<file path="src/rtl/ldpc_sched_pkg.sv">
package ldpc_sched_pkg;
  typedef enum logic [1:0] {
    ST_IDLE  = 2'd0,
    ST_RUN   = 2'd1,
    ST_DRAIN = 2'd2
  } schedState_e;

  // strobes from control to datapath
  typedef struct packed {
    logic issue;
    logic active;
  } schedStrobe_t;

  // status from datapath to control
  typedef struct packed {
    logic hazard;
    logic pipeEmpty;
  } schedStatus_t;
endpackage

</file>
<file path="src/rtl/ldpc_sched_dpath.sv">
module ldpc_sched_dpath
  import ldpc_sched_pkg::*;
#(
  parameter int NUM_COLS  = 16,
  parameter int ROT_W     = 6,
  parameter int SEQ_DEPTH = 32,
  parameter int PIPE_LAT  = 4,
  localparam int COL_W    = $clog2(NUM_COLS),
  localparam int PTR_W    = $clog2(SEQ_DEPTH),
  localparam int ENTRY_W  = 1 + 2 * (COL_W + ROT_W)
) (
  input  logic               clk,
  input  logic               rstN,
  input  logic               seqWe,
  input  logic [PTR_W-1:0]   seqAddr,
  input  logic [ENTRY_W-1:0] seqData,
  input  logic [PTR_W-1:0]   seqPtr,
  input  schedStrobe_t       strobe,
  output schedStatus_t       status,
  output logic               rdRowStart,
  output logic [COL_W-1:0]   rdColA,
  output logic [ROT_W-1:0]   rdRotA,
  output logic [COL_W-1:0]   rdColB,
  output logic [ROT_W-1:0]   rdRotB,
  output logic               wrValid,
  output logic [COL_W-1:0]   wrColA,
  output logic [COL_W-1:0]   wrColB
);
  localparam int ROT_B_LO = 0;
  localparam int COL_B_LO = ROT_W;
  localparam int ROT_A_LO = ROT_W + COL_W;
  localparam int COL_A_LO = 2 * ROT_W + COL_W;
  localparam int ROW_BIT  = ENTRY_W - 1;

  logic [ENTRY_W-1:0] seqMem [SEQ_DEPTH];
  logic [ENTRY_W-1:0] curEntry;

  always_ff @(posedge clk) begin
    if (seqWe && !strobe.active) seqMem[seqAddr] <= seqData;
  end

  assign curEntry   = seqMem[seqPtr];
  assign rdRowStart = curEntry[ROW_BIT];
  assign rdColA     = curEntry[COL_A_LO +: COL_W];
  assign rdRotA     = curEntry[ROT_A_LO +: ROT_W];
  assign rdColB     = curEntry[COL_B_LO +: COL_W];
  assign rdRotB     = curEntry[ROT_B_LO +: ROT_W];

  // scoreboard: one bit per block column in flight
  logic [NUM_COLS-1:0] sbBits, sbNext;

  always_comb begin
    sbNext = sbBits;
    if (wrValid) begin
      sbNext[wrColA] = 1'b0;
      sbNext[wrColB] = 1'b0;
    end
    if (strobe.issue) begin
      sbNext[rdColA] = 1'b1;
      sbNext[rdColB] = 1'b1;
    end
  end

  always_ff @(posedge clk) begin
    if (!rstN) sbBits <= '0;
    else       sbBits <= sbNext;
  end

  // fixed-latency pipeline model
  logic [PIPE_LAT-1:0] pipeVld;
  logic [COL_W-1:0]    pipeColA [PIPE_LAT];
  logic [COL_W-1:0]    pipeColB [PIPE_LAT];

  always_ff @(posedge clk) begin
    if (!rstN) begin
      pipeVld[0]  <= 1'b0;
      pipeColA[0] <= '0;
      pipeColB[0] <= '0;
    end else begin
      pipeVld[0]  <= strobe.issue;
      pipeColA[0] <= rdColA;
      pipeColB[0] <= rdColB;
    end
  end

  for (genvar gi = 1; gi < PIPE_LAT; gi++) begin : gStage
    always_ff @(posedge clk) begin
      if (!rstN) begin
        pipeVld[gi]  <= 1'b0;
        pipeColA[gi] <= '0;
        pipeColB[gi] <= '0;
      end else begin
        pipeVld[gi]  <= pipeVld[gi-1];
        pipeColA[gi] <= pipeColA[gi-1];
        pipeColB[gi] <= pipeColB[gi-1];
      end
    end
  end

  assign wrValid = pipeVld[PIPE_LAT-1];
  assign wrColA  = pipeColA[PIPE_LAT-1];
  assign wrColB  = pipeColB[PIPE_LAT-1];

  assign status.hazard    = sbBits[rdColA] | sbBits[rdColB];
  assign status.pipeEmpty = ~|pipeVld;

  // a write-back only targets columns marked in flight
  a_r4_wb_inflight: assert property (@(posedge clk) disable iff (!rstN)
    wrValid |-> (sbBits[wrColA] && sbBits[wrColB]));
endmodule

</file>
<file path="src/rtl/ldpc_sched_ctrl.sv">
module ldpc_sched_ctrl
  import ldpc_sched_pkg::*;
#(
  parameter int SEQ_DEPTH = 32,
  parameter int MAX_ITER  = 5,
  parameter int CYC_W     = 16,
  localparam int PTR_W    = $clog2(SEQ_DEPTH),
  localparam int LEN_W    = $clog2(SEQ_DEPTH + 1),
  localparam int ITER_W   = $clog2(MAX_ITER + 1)
) (
  input  logic              clk,
  input  logic              rstN,
  input  logic              start,
  input  logic              parityOk,
  input  logic [LEN_W-1:0]  seqLen,
  input  schedStatus_t      status,
  output schedStrobe_t      strobe,
  output logic [PTR_W-1:0]  seqPtr,
  output logic              busy,
  output logic              done,
  output logic [ITER_W-1:0] iterCount,
  output logic [CYC_W-1:0]  cycleCount
);
  schedState_e       state;
  logic [LEN_W-1:0]  lenReg;
  logic              issue, lastStep, stopNow;

  assign issue    = (state == ST_RUN) && !status.hazard;
  assign lastStep = issue && (LEN_W'(seqPtr) == (lenReg - LEN_W'(1)));
  assign stopNow  = lastStep && (parityOk || (iterCount == ITER_W'(MAX_ITER - 1)));

  always_ff @(posedge clk) begin
    if (!rstN) begin
      state      <= ST_IDLE;
      lenReg     <= '0;
      seqPtr     <= '0;
      iterCount  <= '0;
      cycleCount <= '0;
    end else begin
      unique case (state)
        ST_IDLE: begin
          if (start) begin
            state      <= ST_RUN;
            lenReg     <= seqLen;
            seqPtr     <= '0;
            iterCount  <= '0;
            cycleCount <= '0;
          end
        end
        ST_RUN: begin
          cycleCount <= cycleCount + CYC_W'(1);
          if (issue) begin
            if (lastStep) begin
              seqPtr    <= '0;
              iterCount <= iterCount + ITER_W'(1);
              if (stopNow) state <= ST_DRAIN;
            end else begin
              seqPtr <= seqPtr + PTR_W'(1);
            end
          end
        end
        ST_DRAIN: begin
          cycleCount <= cycleCount + CYC_W'(1);
          if (status.pipeEmpty) state <= ST_IDLE;
        end
        default: state <= ST_IDLE;
      endcase
    end
  end

  assign busy          = (state != ST_IDLE);
  assign done          = (state == ST_DRAIN) && status.pipeEmpty;
  assign strobe.issue  = issue;
  assign strobe.active = busy;

  // iteration count never passes its limit
  a_r5_iter_bound: assert property (@(posedge clk) disable iff (!rstN)
    iterCount <= ITER_W'(MAX_ITER));

  // block is idle in the cycle after done
  a_r7_idle_after_done: assert property (@(posedge clk) disable iff (!rstN)
    done |=> !busy);

  // a running decode only moves forward in iterations
  a_r9_iter_monotonic: assert property (@(posedge clk) disable iff (!rstN)
    ($past(busy) && busy) |-> (iterCount >= $past(iterCount)));
endmodule

</file>
<file path="src/rtl/ldpc_layer_sched.sv">
module ldpc_layer_sched
  import ldpc_sched_pkg::*;
#(
  parameter int NUM_COLS  = 16,
  parameter int ROT_W     = 6,
  parameter int SEQ_DEPTH = 32,
  parameter int PIPE_LAT  = 4,
  parameter int MAX_ITER  = 5,
  parameter int CYC_W     = 16,
  localparam int COL_W    = $clog2(NUM_COLS),
  localparam int PTR_W    = $clog2(SEQ_DEPTH),
  localparam int LEN_W    = $clog2(SEQ_DEPTH + 1),
  localparam int ITER_W   = $clog2(MAX_ITER + 1),
  localparam int ENTRY_W  = 1 + 2 * (COL_W + ROT_W)
) (
  input  logic               clk,
  input  logic               rstN,
  input  logic               start,
  input  logic               parityOk,
  input  logic [LEN_W-1:0]   seqLen,
  input  logic               seqWe,
  input  logic [PTR_W-1:0]   seqAddr,
  input  logic [ENTRY_W-1:0] seqData,
  output logic               busy,
  output logic               done,
  output logic [ITER_W-1:0]  iterCount,
  output logic [CYC_W-1:0]   cycleCount,
  output logic               rdValid,
  output logic               rdRowStart,
  output logic [COL_W-1:0]   rdColA,
  output logic [ROT_W-1:0]   rdRotA,
  output logic [COL_W-1:0]   rdColB,
  output logic [ROT_W-1:0]   rdRotB,
  output logic               wrValid,
  output logic [COL_W-1:0]   wrColA,
  output logic [COL_W-1:0]   wrColB
);
  schedStrobe_t     strobe;
  schedStatus_t     status;
  logic [PTR_W-1:0] seqPtr;

  ldpc_sched_ctrl #(
    .SEQ_DEPTH(SEQ_DEPTH), .MAX_ITER(MAX_ITER), .CYC_W(CYC_W)
  ) u_ctrl (
    .clk(clk), .rstN(rstN), .start(start), .parityOk(parityOk),
    .seqLen(seqLen), .status(status), .strobe(strobe), .seqPtr(seqPtr),
    .busy(busy), .done(done), .iterCount(iterCount), .cycleCount(cycleCount)
  );

  ldpc_sched_dpath #(
    .NUM_COLS(NUM_COLS), .ROT_W(ROT_W), .SEQ_DEPTH(SEQ_DEPTH), .PIPE_LAT(PIPE_LAT)
  ) u_dpath (
    .clk(clk), .rstN(rstN), .seqWe(seqWe), .seqAddr(seqAddr), .seqData(seqData),
    .seqPtr(seqPtr), .strobe(strobe), .status(status),
    .rdRowStart(rdRowStart), .rdColA(rdColA), .rdRotA(rdRotA),
    .rdColB(rdColB), .rdRotB(rdRotB),
    .wrValid(wrValid), .wrColA(wrColA), .wrColB(wrColB)
  );

  assign rdValid = strobe.issue;

  // completion is only flagged with no write-back outstanding
  a_r7_done_drained: assert property (@(posedge clk) disable iff (!rstN)
    done |-> !wrValid);
endmodule

</file>
<file path="config.mk">
export PLATFORM = sky130hd
export DESIGN_NAME = ldpc_layer_sched
export DESIGN_NICKNAME = d
export VERILOG_FILES = /design/src/rtl/ldpc_sched_pkg.sv /design/src/rtl/ldpc_sched_dpath.sv /design/src/rtl/ldpc_sched_ctrl.sv /design/src/rtl/ldpc_layer_sched.sv
export SDC_FILE = /design/constraint.sdc
export NUM_CORES = 1
export LEC_CHECK = 0
export BUFFER_PORTS_ARGS = -buffer_cell sky130_fd_sc_hd__buf_2
export CORE_AREA = 2 2 228 230
export DETAILED_ROUTE_END_ITERATION = 16
export DIE_AREA = 0 0 230 232
export PLACE_DENSITY = 0.77
export SYNTH_ARGS = -nofsm -noshare
export SYNTH_HDL_FRONTEND = slang
export SYNTH_SLANG_ARGS = --single-unit
</file>
<file path="constraint.sdc">
create_clock -name clk -period 8 [get_ports clk]
set_input_delay 1.2 -clock clk [delete_from_list [all_inputs] [get_ports clk]]
set_output_delay 1.2 -clock clk [all_outputs]
set_load 0.02 [all_outputs]
</file>
==> results.py, run 1 <==
metrics = {
    "worst_setup_path": {
        "worstReg2RegEnd": "u_dpath.sbBits[2]$_SDFF_PN0_",
        "worstPathArrival_ns": 5.46,
        "crit_chain": "buf_4 -> mux2i_1 -> a22oi_1 -> nand2_1 -> a211oi_1 -> a211oi_2 -> mux2_2 -> a22o_1 -> a211o_1 -> nor3_4 -> buf_2",
        "cp-start-kind": "register",
        "critical_path.max_fanout": 49,
        "crit_type": "reg -> out",
        "setup.reg_to_reg.worst_slack_ns": 3.12,
        "cp_slowest_cell": "sky130_fd_sc_hd__dfxtp_4",
        "required_ns": 6.80,
        "critical_path.endpoint_type": "primary output",
        "critical_path.max_stage_delay_ns": 0.88,
        "timing.critical_path.to": "rdValid",
        "reg2reg_depth": 11,
    },
    "global_route": {
        "grt.total_usage_pct": 28.1,
        "globalRouteOverflowTotal": 0,
        "antenna_found_initial": 3,
        "grt_first_pass_wirelength_mm": 107,
        "maximum_number_of_pins_on_one_net_before_global_route_repair": 67,
        "first_global_vias": 16400,
    },
    "min_path": {
        "path_type_of_the_worst_min_delay_path": "reg -> reg",
        "timing.hold.worst.start": "u_dpath.pipeColA[1][1]$_SDFF_PN0_",
    },
    "sta": {
        "rsz0062_at_grt": "no",
        "layout_worst_path_cycle_share_pct": 83.2,
        "tightestPinTransition_ns": 1.10,
        "slew_headroom_pct": 26.5,
        "fmax_mhz": 150,
        "worst_clock_skew_ns": 0.0281,
        "setup_total_negative_slack_ns": 0,
        "finalHoldViolations": 0,
        "final_period_minus_worst_setup_slack_ns": 6.66,
        "finalSetupViolCount": 0,
        "slew_violations": 0,
    },
    "yosys": {
        "part_of_the_yosys_area_used_for_sequential_elements_pct": 72.6,
        "synth.cell_area_um2": 30200,
        "synth_edf_count": 672,
        "ys.warnings.count": 0,
        "syn-num-nets": 1687,
        "synth_flop_cell": "sky130_fd_sc_hd__edfxtp_1",
        "average_cell_area_after_synthesis_um2": 18.4,
        "share_of_flip_flops_with_an_asynchronous_set_or_reset_pct": 0,
        "postSynthCellCount": 1641,
        "post_synth_num_cell_types": 77,
        "postSynthRegisterBits": 761,
    },
    "clocking": {
        "post_cts_resized": 0,
        "cts.sinks": 761,
        "clock_tree.buffer_depth": 3,
        "clk_pin_slew_worst_paths_ns": 0.06,
        "tritoncts": "built",
        "cts_post_setup_buffers_inserted": 0,
        "cts_hold_buffers": 0,
        "clock_insertion_delay_worst_skew_ns": 0.63,
        "cts-htree-levels": 3,
        "root_buffer": "sky130_fd_sc_hd__clkbuf_16",
        "numCtsBuffers": 76,
    },
    "power": {
        "pd_cells_nw_per_um2": 258,
        "power.ir.vdd_worst_mv": 0.295,
        "leakage_power_figure_nw": 10.9,
    },
    "route": {
        "drcViolationCount": 0,
        "dr_total_vias": 16400,
        "avgViaCountPerCell": 6.56,
        "drtIter0Drc": 2019,
        "drt-wirelength-per-cell_um": 29.3,
        "drt.antenna.violating_nets": 0,
        "postRouteWirelength_mm": 73.4,
        "dr.pass1.iters": 5,
    },
    "floorplan": {
        "core_um2": 50900,
        "chipHeight_um": 232,
        "rows": 83,
        "boundaryPins": 89,
        "dieWidth_um": 230,
        "initial_utilization_pct": 59.4,
        "floorplan.die_area_um2": 53400,
    },
    "layout": {
        "finalCoreUtilization_pct": 66.7,
        "num-nets-final": 1810,
        "postLayoutCellArea_um2": 33900,
        "area.growth.synth_to_final_pct": 12.2,
        "filler_cell_count": 3238,
        "drive_gt1_share_pct": 26.9,
    },
    "placement": {
        "dp_hpwl_mm": 40.6,
        "place_area_um2": 31400,
        "gp_routability_congestion": 0.871,
        "io_buffers": 88,
    },
    "run": {
        "max_cap_violations": 0,
    },
    "run_status": {
        "outcome": "finished, final reports clean",
    },
}
cell usage after synthesis, drive strengths merged, types with 11 or more instances:
library cell    n  area [um2]
nand3          29         150
nor2           73         282
nand2b         17         106
a31o           14         123
xor2           13         114
a22oi          11        82.6
dfxtp          89        1780
mux4          177        3990
o21ai          34         170
buf            46         360
nor3           18         101
a21oi          28         140
inv            24        90.1
nand2         118         450
and2           38         241
clkbuf         40         150
mux2i          51         523
o22ai          26         163
and3           12        75.1
edfxtp        672       20200
metal layers:
| layer | wire length, um | track usage, % |
|---|---|---|
| met1 | 27500 | 37.1 |
| met2 | 37500 | 47.7 |
| met3 | 5910 | 4.84 |
| met4 | 2490 | 10.0 |
| met5 | 23 | 0 |
flip-flops by register name, summed over array words and instances, names as in the netlist, named ones only:
| register | cells |
|---|---|
| u_dpath.sbBits | 16 |
| u_ctrl.seqPtr | 5 |
| u_dpath.wrValid | 1 |
| u_dpath.pipeColB | 16 |
| u_dpath.pipeVld | 3 |
| u_ctrl.state | 2 |
| u_ctrl.cycleCount | 16 |
| u_dpath.pipeColA | 16 |
| u_dpath.seqMem | 672 |
| u_ctrl.lenReg | 6 |
| u_ctrl.iterCount | 3 |
placed cells by master, fill, tap and decap left out, types with 9 or more instances in the layout:
| master | netlist | routed |
|---|---|---|
| sky130_fd_sc_hd__nor3_1 | 17 | 17 |
| sky130_fd_sc_hd__and3_1 | 12 | 12 |
| sky130_fd_sc_hd__buf_4 | 11 | 43 |
| sky130_fd_sc_hd__mux2i_1 | 50 | 50 |
| sky130_fd_sc_hd__ha_1 | 9 | 9 |
| sky130_fd_sc_hd__clkbuf_16 | 0 | 77 |
| sky130_fd_sc_hd__nor2_2 | 0 | 31 |
| sky130_fd_sc_hd__a22oi_1 | 11 | 11 |
| sky130_fd_sc_hd__buf_2 | 11 | 88 |
| sky130_fd_sc_hd__and2_1 | 35 | 35 |
| sky130_fd_sc_hd__clkinv_2 | 1 | 19 |
| sky130_fd_sc_hd__clkinv_1 | 1 | 14 |
| sky130_fd_sc_hd__a31o_1 | 9 | 9 |
| sky130_fd_sc_hd__dfxtp_1 | 89 | 85 |
| sky130_fd_sc_hd__clkbuf_1 | 40 | 15 |
| sky130_fd_sc_hd__nor2_1 | 72 | 40 |
| sky130_fd_sc_hd__xor2_1 | 13 | 13 |
| sky130_fd_sc_hd__edfxtp_1 | 672 | 672 |
| sky130_fd_sc_hd__o22ai_1 | 26 | 26 |
| sky130_fd_sc_hd__nand3_1 | 28 | 28 |
| sky130_fd_sc_hd__inv_1 | 23 | 22 |
| sky130_fd_sc_hd__nand2_1 | 117 | 117 |
| sky130_fd_sc_hd__a21oi_1 | 28 | 28 |
| sky130_fd_sc_hd__mux4_2 | 175 | 175 |
| sky130_fd_sc_hd__o21ai_0 | 32 | 32 |
| sky130_fd_sc_hd__nand2b_1 | 17 | 17 |
cell type report:
| class | instances | area, um2 | area share, % |
|---|---|---|---|
| antenna | 1 | 2.50 | 0.00737 |
| multi-input combinational | 768 | 7750 | 22.9 |
| sequential | 761 | 22000 | 64.8 |
| clock inverter | 46 | 467 | 1.38 |
| timing repair buffer | 131 | 763 | 2.25 |
| clock buffer | 95 | 2020 | 5.97 |
| tap | 680 | 851 | 2.51 |
| inverter | 26 | 98.8 | 0.291 |
cell families after synthesis:
group,count (synthesis),share of synthesized area [%]
DFF,761,72.6
and+or+nand+nor,351,5.83
muxes,233,15.1
AOI/OAI and AO/OA,160,3.60
buffers and inverters,112,2.01
xor gates and xnor gates,15,0.434
adders and majority gates,9,0.372
worst max-delay path: cells and delay by family (launching register included):
| kind | cells | cell delay [ns] |
|---|---|---|
| DFF | 1 | 0.88 |
| buffers and inverters | 2 | 0.91 |
| AOI/OAI and AO/OA | 5 | 1.62 |
| muxes | 2 | 0.71 |
| and+or+nand+nor | 2 | 0.67 |
stage by stage:
step	power (W)	hold slack, ns	cells	setup WS (ns)
detailed placement	0.00529	0.417	2366	2.03
CTS	0.00878	0.428	2507	1.35
floorplan	0.00506	0.412	1641	3.74
finish	0.00874	0.422	2508	1.34
global route	0.00900	0.433	2507	1.10
global placement	0.00527	0.412	2366	2.16
worst min path at each step:
stage / slack, ns / to / depth (start not counted)
finish: 0.42 / u_dpath.pipeColA[1][5]$_SDFF_PN0_ / 1
global route: 0.43 / u_dpath.pipeColA[1][5]$_SDFF_PN0_ / 1
CTS: 0.43 / u_dpath.pipeColA[1][5]$_SDFF_PN0_ / 1
detailed placement: 0.42 / u_dpath.pipeColB[1][3]$_SDFF_PN0_ / 1
global placement: 0.41 / u_dpath.pipeColB[0][5]$_SDFF_PN0_ / 1
floorplan: 0.41 / u_dpath.pipeColA[0][4]$_SDFF_PN0_ / 1
report_power, final:
group	internal [W]	switching (W)	total [W]
sequential	0.00439	0.0000520	0.00444
clock	0.00201	0.00151	0.00353
combinational	0.000306	0.000468	0.000773
total	0.00671	0.00203	0.00874
Note: power is estimated with default switching activity, not from simulation.
==> run 2, diff against run 1 <==
--- a/config.mk
+++ b/config.mk
@@ -5,11 +5,12 @@
 export SDC_FILE = /design/constraint.sdc
 export NUM_CORES = 1
 export LEC_CHECK = 0
+export ABC_AREA = 1
 export BUFFER_PORTS_ARGS = -buffer_cell sky130_fd_sc_hd__buf_2
-export CORE_AREA = 2 2 228 230
+export CORE_AREA = 2 2 238 240
 export DETAILED_ROUTE_END_ITERATION = 16
-export DIE_AREA = 0 0 230 232
-export PLACE_DENSITY = 0.77
+export DIE_AREA = 0 0 240 242
+export PLACE_DENSITY = 0.75
 export SYNTH_ARGS = -nofsm -noshare
 export SYNTH_HDL_FRONTEND = slang
 export SYNTH_SLANG_ARGS = --single-unit
==> constraint.sdc (replaced) <==
create_clock -name clk -period 5.4 [get_ports clk]
set_input_delay 0.81 -clock clk [delete_from_list [all_inputs] [get_ports clk]]
set_output_delay 0.81 -clock clk [all_outputs]
set_load 0.02 [all_outputs]
==> run 2 against run 1 <==
Net effect:
- synthesized area is 2.1% higher
- count of clock-buffer cells in the layout is 4 higher
- core utilization is 4.8 points lower
- synthesized cell count is 59% higher
- clock power is 50% higher
- wire length is 13% higher
- critical path depth is 7 higher
- register-to-register slack worse by 2.1 ns
- largest cell class unchanged
==> results.py, run 2 <==
metrics = {
    "run_status": {
        "outcome": "finished, final reports clean",
    },
    "power": {
        "pd_cells_nw_per_um2": 454,
        "power.internal_w": 0.0106,
        "sequentialPowerShare_pct": 42.9,
        "leakage_power_figure_nw": 12.0,
        "fin_total_pwr_w": 0.0157,
        "power.ir.vdd_worst_mv": 0.357,
        "p_clk_share_pct": 33.9,
        "p_sw_w": 0.00503,
        "power.switching_fraction_pct": 32.2,
        "power_frac_comb_pct": 23.2,
    },
    "clocking": {
        "tritoncts": "built",
        "numCtsBuffers": 77,
        "clock_insertion_delay_worst_skew_ns": 0.63,
        "cts.sinks": 761,
        "cts-htree-levels": 3,
        "clock_tree.buffer_depth": 3,
        "post_cts_resized": 0,
        "cts_post_setup_buffers_inserted": 0,
        "cts_hold_buffers": 0,
        "clk_pin_slew_worst_paths_ns": 0.06,
        "root_buffer": "sky130_fd_sc_hd__clkbuf_16",
    },
    "yosys": {
        "synth_simple_gate_area_share_pct": 14.5,
        "adder_cell_share_of_the_synthesized_area_pct": 0.365,
        "average_cell_area_after_synthesis_um2": 11.8,
        "synth_top_family_by_area": "simple AND/OR/NAND/NOR gates",
        "yosysTopAreaCell": "sky130_fd_sc_hd__edfxtp_1",
        "post_synth_num_cell_types": 47,
        "synth.cell_area_um2": 30900,
        "postSynthCellCount": 2606,
        "syn-num-nets": 2652,
        "synth.area.top_cells": "sky130_fd_sc_hd__edfxtp_1 65%, sky130_fd_sc_hd__dfxtp_1 5.8%, sky130_fd_sc_hd__nand2_1 4.9%",
        "synth_compound_area_share_pct": 9.83,
        "most_numerous_cell_in_the_yosys_netlist": "sky130_fd_sc_hd__edfxtp_1",
        "share_of_flip_flops_with_an_asynchronous_set_or_reset_pct": 0,
        "synth_flop_cell": "sky130_fd_sc_hd__edfxtp_1",
        "ys.warnings.count": 0,
        "post-synth-top-area-fraction_pct": 65.4,
        "synth_edf_count": 672,
        "part_of_the_yosys_area_used_for_sequential_elements_pct": 71.1,
        "synthMuxAreaShare_pct": 0,
        "postSynthRegisterBits": 761,
        "ys_top_cells_by_count": "672 x sky130_fd_sc_hd__edfxtp_1, 400 x sky130_fd_sc_hd__nand2_1, 371 x sky130_fd_sc_hd__nor2_1, 273 x sky130_fd_sc_hd__o21ai_0, 258 x sky130_fd_sc_hd__nand3_1",
        "synth_xor_area_share_pct": 0.284,
    },
    "layout": {
        "drive_gt1_share_pct": 12.1,
        "filler_cell_count": 4233,
        "num-nets-final": 2705,
        "layout.cells.most_common_list": "672 x sky130_fd_sc_hd__edfxtp_1, 400 x sky130_fd_sc_hd__nand2_1, 339 x sky130_fd_sc_hd__nor2_1",
        "largest_register_ffs": 672,
        "area.growth.synth_to_final_pct": 11.6,
        "final_common_cell": "sky130_fd_sc_hd__edfxtp_1",
        "largest_register": "u_dpath.seqMem",
    },
    "floorplan": {
        "boundaryPins": 89,
        "initial_utilization_pct": 55.4,
        "floorplan.die_area_um2": 58100,
        "rows": 87,
        "dieWidth_um": 240,
        "core_um2": 55700,
        "chipHeight_um": 242,
    },
    "worst_setup_path": {
        "required_ns": 4.59,
        "cp-start-kind": "register",
        "critical_path.max_fanout": 162,
        "crit_type": "reg -> out",
        "worstPathArrival_ns": 4.19,
        "critical_path.endpoint_type": "primary output",
    },
    "global_route": {
        "maximum_number_of_pins_on_one_net_before_global_route_repair": 213,
        "met3_usage_pct": 6.15,
        "grtUsageMet1_pct": 38.2,
        "first_global_vias": 20900,
        "global_route.usage.met2_pct": 45.1,
        "grt.total_usage_pct": 28.5,
        "top_usage_layer": "met2",
        "globalRouteOverflowTotal": 0,
        "grt_first_pass_wirelength_mm": 125,
        "antenna_found_initial": 2,
    },
    "route": {
        "avgViaCountPerCell": 6.18,
        "drcViolationCount": 0,
        "dr.pass1.iters": 6,
        "drtIter0Drc": 3190,
        "postRouteWirelength_mm": 82.8,
        "drt.antenna.violating_nets": 0,
        "dr_total_vias": 21500,
        "drt-wirelength-per-cell_um": 23.8,
    },
    "sta": {
        "tightestPinTransition_ns": 1.19,
        "finalHoldViolations": 0,
        "final_period_minus_worst_setup_slack_ns": 5.00,
        "rsz0062_at_grt": "no",
        "setup_total_negative_slack_ns": 0,
        "worst_clock_skew_ns": 0.0224,
        "fmax_mhz": 200,
        "layout_worst_path_cycle_share_pct": 92.5,
        "finalSetupViolCount": 0,
        "slew_headroom_pct": 20.6,
        "slew_violations": 0,
    },
    "placement": {
        "gp_routability_congestion": 0.869,
        "io_buffers": 88,
        "dp_hpwl_mm": 45.8,
    },
    "run": {
        "max_cap_violations": 0,
    },
    "min_path": {
        "path_type_of_the_worst_min_delay_path": "reg -> reg",
    },
}
-- run 2: cell families (layout without fill, tap and decap cells) --
group | Yosys count | count (layout)
AND/OR/NAND/NOR | 1072 | 1072
other | 0 | 1
XOR/XNOR | 10 | 10
buffers and inverters | 267 | 380
flip-flops | 761 | 761
AO/OA/AOI/OAI | 487 | 487
adder cells (fa/ha/maj) | 9 | 9
-- run 2: through the flow --
| step | utilization [%] | cell area [um2] | setup slack, ns | hold WS (ns) | instances |
|---|---|---|---|---|---|
| floorplan | - | 30900 | 2.18 | 0.390 | 2606 |
| global placement | 57.3 | 32000 | 1.13 | 0.392 | 3336 |
| detailed placement | 57.3 | 32000 | 1.13 | 0.395 | 3336 |
| CTS | 61.8 | 34500 | 0.450 | 0.406 | 3475 |
| global route | 61.8 | 34500 | 0.161 | 0.429 | 3476 |
| finish | 61.8 | 34500 | 0.404 | 0.410 | 3476 |
-- run 2: worst max-delay path: stages (launching register included) --
cell and delay (ns):
sky130_fd_sc_hd__dfxtp_4 0.50, sky130_fd_sc_hd__inv_8 0.66, sky130_fd_sc_hd__buf_4 0.54, sky130_fd_sc_hd__nand2_1 0.12
sky130_fd_sc_hd__nand3_1 0.10, sky130_fd_sc_hd__nand3_1 0.09, sky130_fd_sc_hd__nand3_1 0.11, sky130_fd_sc_hd__nand2_1 0.08
sky130_fd_sc_hd__inv_1 0.08, sky130_fd_sc_hd__nand2_1 0.07, sky130_fd_sc_hd__o21ai_2 0.16, sky130_fd_sc_hd__inv_1 0.14
sky130_fd_sc_hd__nor2_1 0.25, sky130_fd_sc_hd__nand2_1 0.10, sky130_fd_sc_hd__nand2_1 0.09, sky130_fd_sc_hd__nor2_2 0.06
sky130_fd_sc_hd__nand2_4 0.11, sky130_fd_sc_hd__nor2_4 0.05, sky130_fd_sc_hd__buf_2 0.16
-- run 2: worst paths after layout --
| check | start | endpoint | slack (ns) | cells after the start |
|---|---|---|---|---|
| hold / removal | u_dpath.pipeColA[0][0]$_SDFF_PN0_ | u_dpath.pipeColA[0][4]$_SDFF_PN0_ | 0.41 | 2 |
| setup reg to reg | register | register | 1.01 | 20 |
| setup / recovery | register | rdValid | 0.40 | 18 |
| hold reg to reg | u_dpath.pipeColA[0][0]$_SDFF_PN0_ | u_dpath.pipeColA[0][4]$_SDFF_PN0_ | 0.41 | 2 |
-- run 2: metal layers --
metal | routed length [um] | vias to the layer above
met5 | 0 | -
met4 | 3580 | 0
met3 | 8810 | 227
met2 | 39100 | 1323
met1 | 31200 | 10400
li1 | - | 9494
-- run 2: layout make-up --
cell class	count	area [um2]	area share, %
diodes	1	2.50	0.00726
clock inverters	40	482	1.40
flip-flops and latches	761	22000	63.7
repair buffers	139	861	2.50
multi-input cells	1578	7780	22.6
clock buffers	99	2030	5.89
inverters	102	397	1.15
well taps	756	946	2.74
-- run 2: power by group through the flow --
stage / Clock [W] / Combinational, W / Sequential [W]
6_report: 0.00531 / 0.00363 / 0.00672
5_1_grt: 0.00558 / 0.00400 / 0.00673
4_1_cts: 0.00535 / 0.00359 / 0.00672
3_5_place_dp: 0 / 0.00356 / 0.00684
2_1_floorplan: 0 / 0.00270 / 0.00673
3_3_place_gp: 0 / 0.00347 / 0.00683
==> run 3, diff against run 2 <==
--- a/config.mk
+++ b/config.mk
@@ -7,10 +7,10 @@
 export LEC_CHECK = 0
 export ABC_AREA = 1
 export BUFFER_PORTS_ARGS = -buffer_cell sky130_fd_sc_hd__buf_2
-export CORE_AREA = 2 2 238 240
+export CORE_AREA = 2 2 230 232
 export DETAILED_ROUTE_END_ITERATION = 16
-export DIE_AREA = 0 0 240 242
-export PLACE_DENSITY = 0.75
+export DIE_AREA = 0 0 232 234
+export PLACE_DENSITY = 0.77
 export SYNTH_ARGS = -nofsm -noshare
 export SYNTH_HDL_FRONTEND = slang
 export SYNTH_SLANG_ARGS = --single-unit
==> constraint.sdc (replaced) <==
create_clock -name clk -period 4.8 [get_ports clk]
set_input_delay 0.72 -clock clk [delete_from_list [all_inputs] [get_ports clk]]
set_output_delay 0.72 -clock clk [all_outputs]
set_load 0.02 [all_outputs]
==> run 3 against run 2 <==
Net effect:
- power rose by 11%
- cell count fell by 1.9%
- final area fell by 0.21%
- first-iteration DRC count rose by 5.8%
- global-route usage rose by 2.3 points
- critical endpoint is now rdRotB[5]
- clock skew fell by 0.0033 ns
- non-clock buffer count rose by 4
- via count rose by 0.33%
==> results.py, run 3 (synthesized netlist as in run 2, its figures left out) <==
metrics = {
    "placement": {
        "io_buffers": 88,
        "dp_hpwl_mm": 45.4,
        "gp_routability_congestion": 0.853,
    },
    "worst_setup_path": {
        "critical_path.max_fanout": 113,
        "required_ns": 4.08,
        "critical_path.endpoint_type": "primary output",
        "crit_type": "reg -> out",
        "reg2reg_depth": 17,
        "worstPathArrival_ns": 3.90,
        "setup.reg_to_reg.worst_slack_ns": 0.87,
        "cp-start-kind": "register",
    },
    "sta": {
        "tightestPinTransition_ns": 1.29,
        "slew_headroom_pct": 13.9,
        "worst_clock_skew_ns": 0.0192,
        "rsz0062_at_grt": "no",
        "slew_violations": 0,
        "setup_total_negative_slack_ns": 0,
        "fmax_mhz": 217,
        "finalSetupViolCount": 0,
        "layout_worst_path_cycle_share_pct": 96.2,
        "final_period_minus_worst_setup_slack_ns": 4.62,
        "finalHoldViolations": 0,
    },
    "clocking": {
        "clock_tree.buffer_depth": 3,
        "clk_pin_slew_worst_paths_ns": 0.06,
        "root_buffer": "sky130_fd_sc_hd__clkbuf_16",
        "cts.sinks": 761,
        "tritoncts": "built",
        "clock_insertion_delay_worst_skew_ns": 0.62,
        "numCtsBuffers": 76,
        "cts-htree-levels": 3,
    },
    "floorplan": {
        "dieWidth_um": 232,
        "initial_utilization_pct": 59.4,
        "rows": 84,
        "chipHeight_um": 234,
        "core_um2": 52000,
        "floorplan.die_area_um2": 54300,
        "boundaryPins": 89,
    },
    "min_path": {
        "timing.hold.worst_path_depth": 3,
        "path_type_of_the_worst_min_delay_path": "in -> reg",
        "worst_hold_path.endpoint": "u_ctrl.lenReg[2]$_SDFFE_PN0P_",
        "timing.hold.worst.start": "seqLen[2]",
    },
    "route": {
        "drcViolationCount": 0,
        "postRouteWirelength_mm": 83.6,
        "drt.antenna.violating_nets": 0,
        "dr.pass1.iters": 6,
        "avgViaCountPerCell": 6.31,
        "drt-wirelength-per-cell_um": 24.5,
        "drtIter0Drc": 3375,
        "dr_total_vias": 21500,
    },
    "layout": {
        "area_occupied_by_multi_input_gates_um2": 7780,
        "largest_register_ffs": 672,
        "num-nets-final": 2708,
        "layout.cells.most_common_list": "672 x sky130_fd_sc_hd__edfxtp_1, 400 x sky130_fd_sc_hd__nand2_1, 339 x sky130_fd_sc_hd__nor2_1",
        "final_common_cell": "sky130_fd_sc_hd__edfxtp_1",
        "largest_register": "u_dpath.seqMem",
        "filler_cell_count": 3720,
        "drive_gt1_share_pct": 12.1,
        "area.growth.synth_to_final_pct": 11.4,
        "storage_element_area_um2": 22000,
    },
    "global_route": {
        "antenna_found_initial": 5,
        "grt.total_usage_pct": 30.8,
        "maximum_number_of_pins_on_one_net_before_global_route_repair": 150,
        "grt_first_pass_wirelength_mm": 123,
        "first_global_vias": 20300,
        "globalRouteOverflowTotal": 0,
    },
    "power": {
        "pd_cells_nw_per_um2": 507,
        "power.ir.vdd_worst_mv": 0.493,
        "leakage_power_figure_nw": 12.0,
        "fin_total_pwr_w": 0.0174,
    },
    "run_status": {
        "outcome": "finished, final reports clean",
    },
    "run": {
        "max_cap_violations": 0,
    },
}
[run 3: changes by cell type in the layout (fill, tap and decap cells not counted), sizes merged]
cell      previous run  this run
buf                139       143
clkbuf              99       103
bufinv               8         5
clkinv              27        24
inv                103       105
clkinvlp             4         3
[run 3: per-stage QoR]
step                      area [um2]  worst slack (ns)  std cells  utilization [%]  hold slack [ns]
final                          34400             0.183       3411             66.1            0.366
after global routing           34400           0.00770       3410             66.1            0.381
after CTS                      34300            0.0901       3409             66.0            0.342
after detailed placement       31900             0.745       3271             61.4            0.400
after global placement         31900             0.820       3271             61.4            0.393
after floorplan                30900              1.67       2606                -            0.390
[run 3: where the power goes]
group / leakage [nW] / internal, W / total [W] / switching, W
Sequential: 6.78 / 0.00737 / 0.00754 / 0.000172
Combinational: 4.08 / 0.00116 / 0.00414 / 0.00298
Clock: 1.17 / 0.00332 / 0.00577 / 0.00245
Total: 12.0 / 0.0118 / 0.0174 / 0.00561
[run 3: repair_timing]
action	4_1_cts	5_1_grt
buffers inserted	0	1
resized for setup	0	6
hold buffers	0	0
endpoints found under the setup margin	0	2
[run 3: cell type report]
cell class | count | area share [%]
Antenna cell | 1 | 0.00728
Clock buffer | 103 | 6.03
Clock inverter | 35 | 0.960
Inverter | 102 | 1.18
Multi-Input combinational cell | 1578 | 22.6
Sequential cell | 761 | 63.9
Tap cell | 688 | 2.50
Timing Repair Buffer | 143 | 2.82
[run 3: worst max path at each step]
stage,slack (ns),start,to,cells past startpoint
after floorplan,1.67,register,rdRotA[5],12
after CTS,0.09,register,rdValid,19
final,0.18,register,rdRotB[5],7
after global placement,0.82,register,rdValid,19
after global routing,0.008,register,rdValid,16
after detailed placement,0.74,register,rdValid,19
[run 3: critical path: stages (launching register included)]
cell and delay (ns):
sky130_fd_sc_hd__dfxtp_4 0.65, sky130_fd_sc_hd__buf_12 0.42, sky130_fd_sc_hd__buf_4 0.69, sky130_fd_sc_hd__o21ai_0 0.21
sky130_fd_sc_hd__o221ai_1 0.27, sky130_fd_sc_hd__nand3_1 0.11, sky130_fd_sc_hd__a32oi_1 0.51, sky130_fd_sc_hd__buf_2 0.27
[run 3: layer usage]
layer	vias up	part of all wire [%]	global-route usage, %
li1	9505	-	-
met3	252	11	6.20
met5	-	0.048	0
met1	10400	38	42.0
met4	6	4.3	14.8
met2	1368	46	48.0
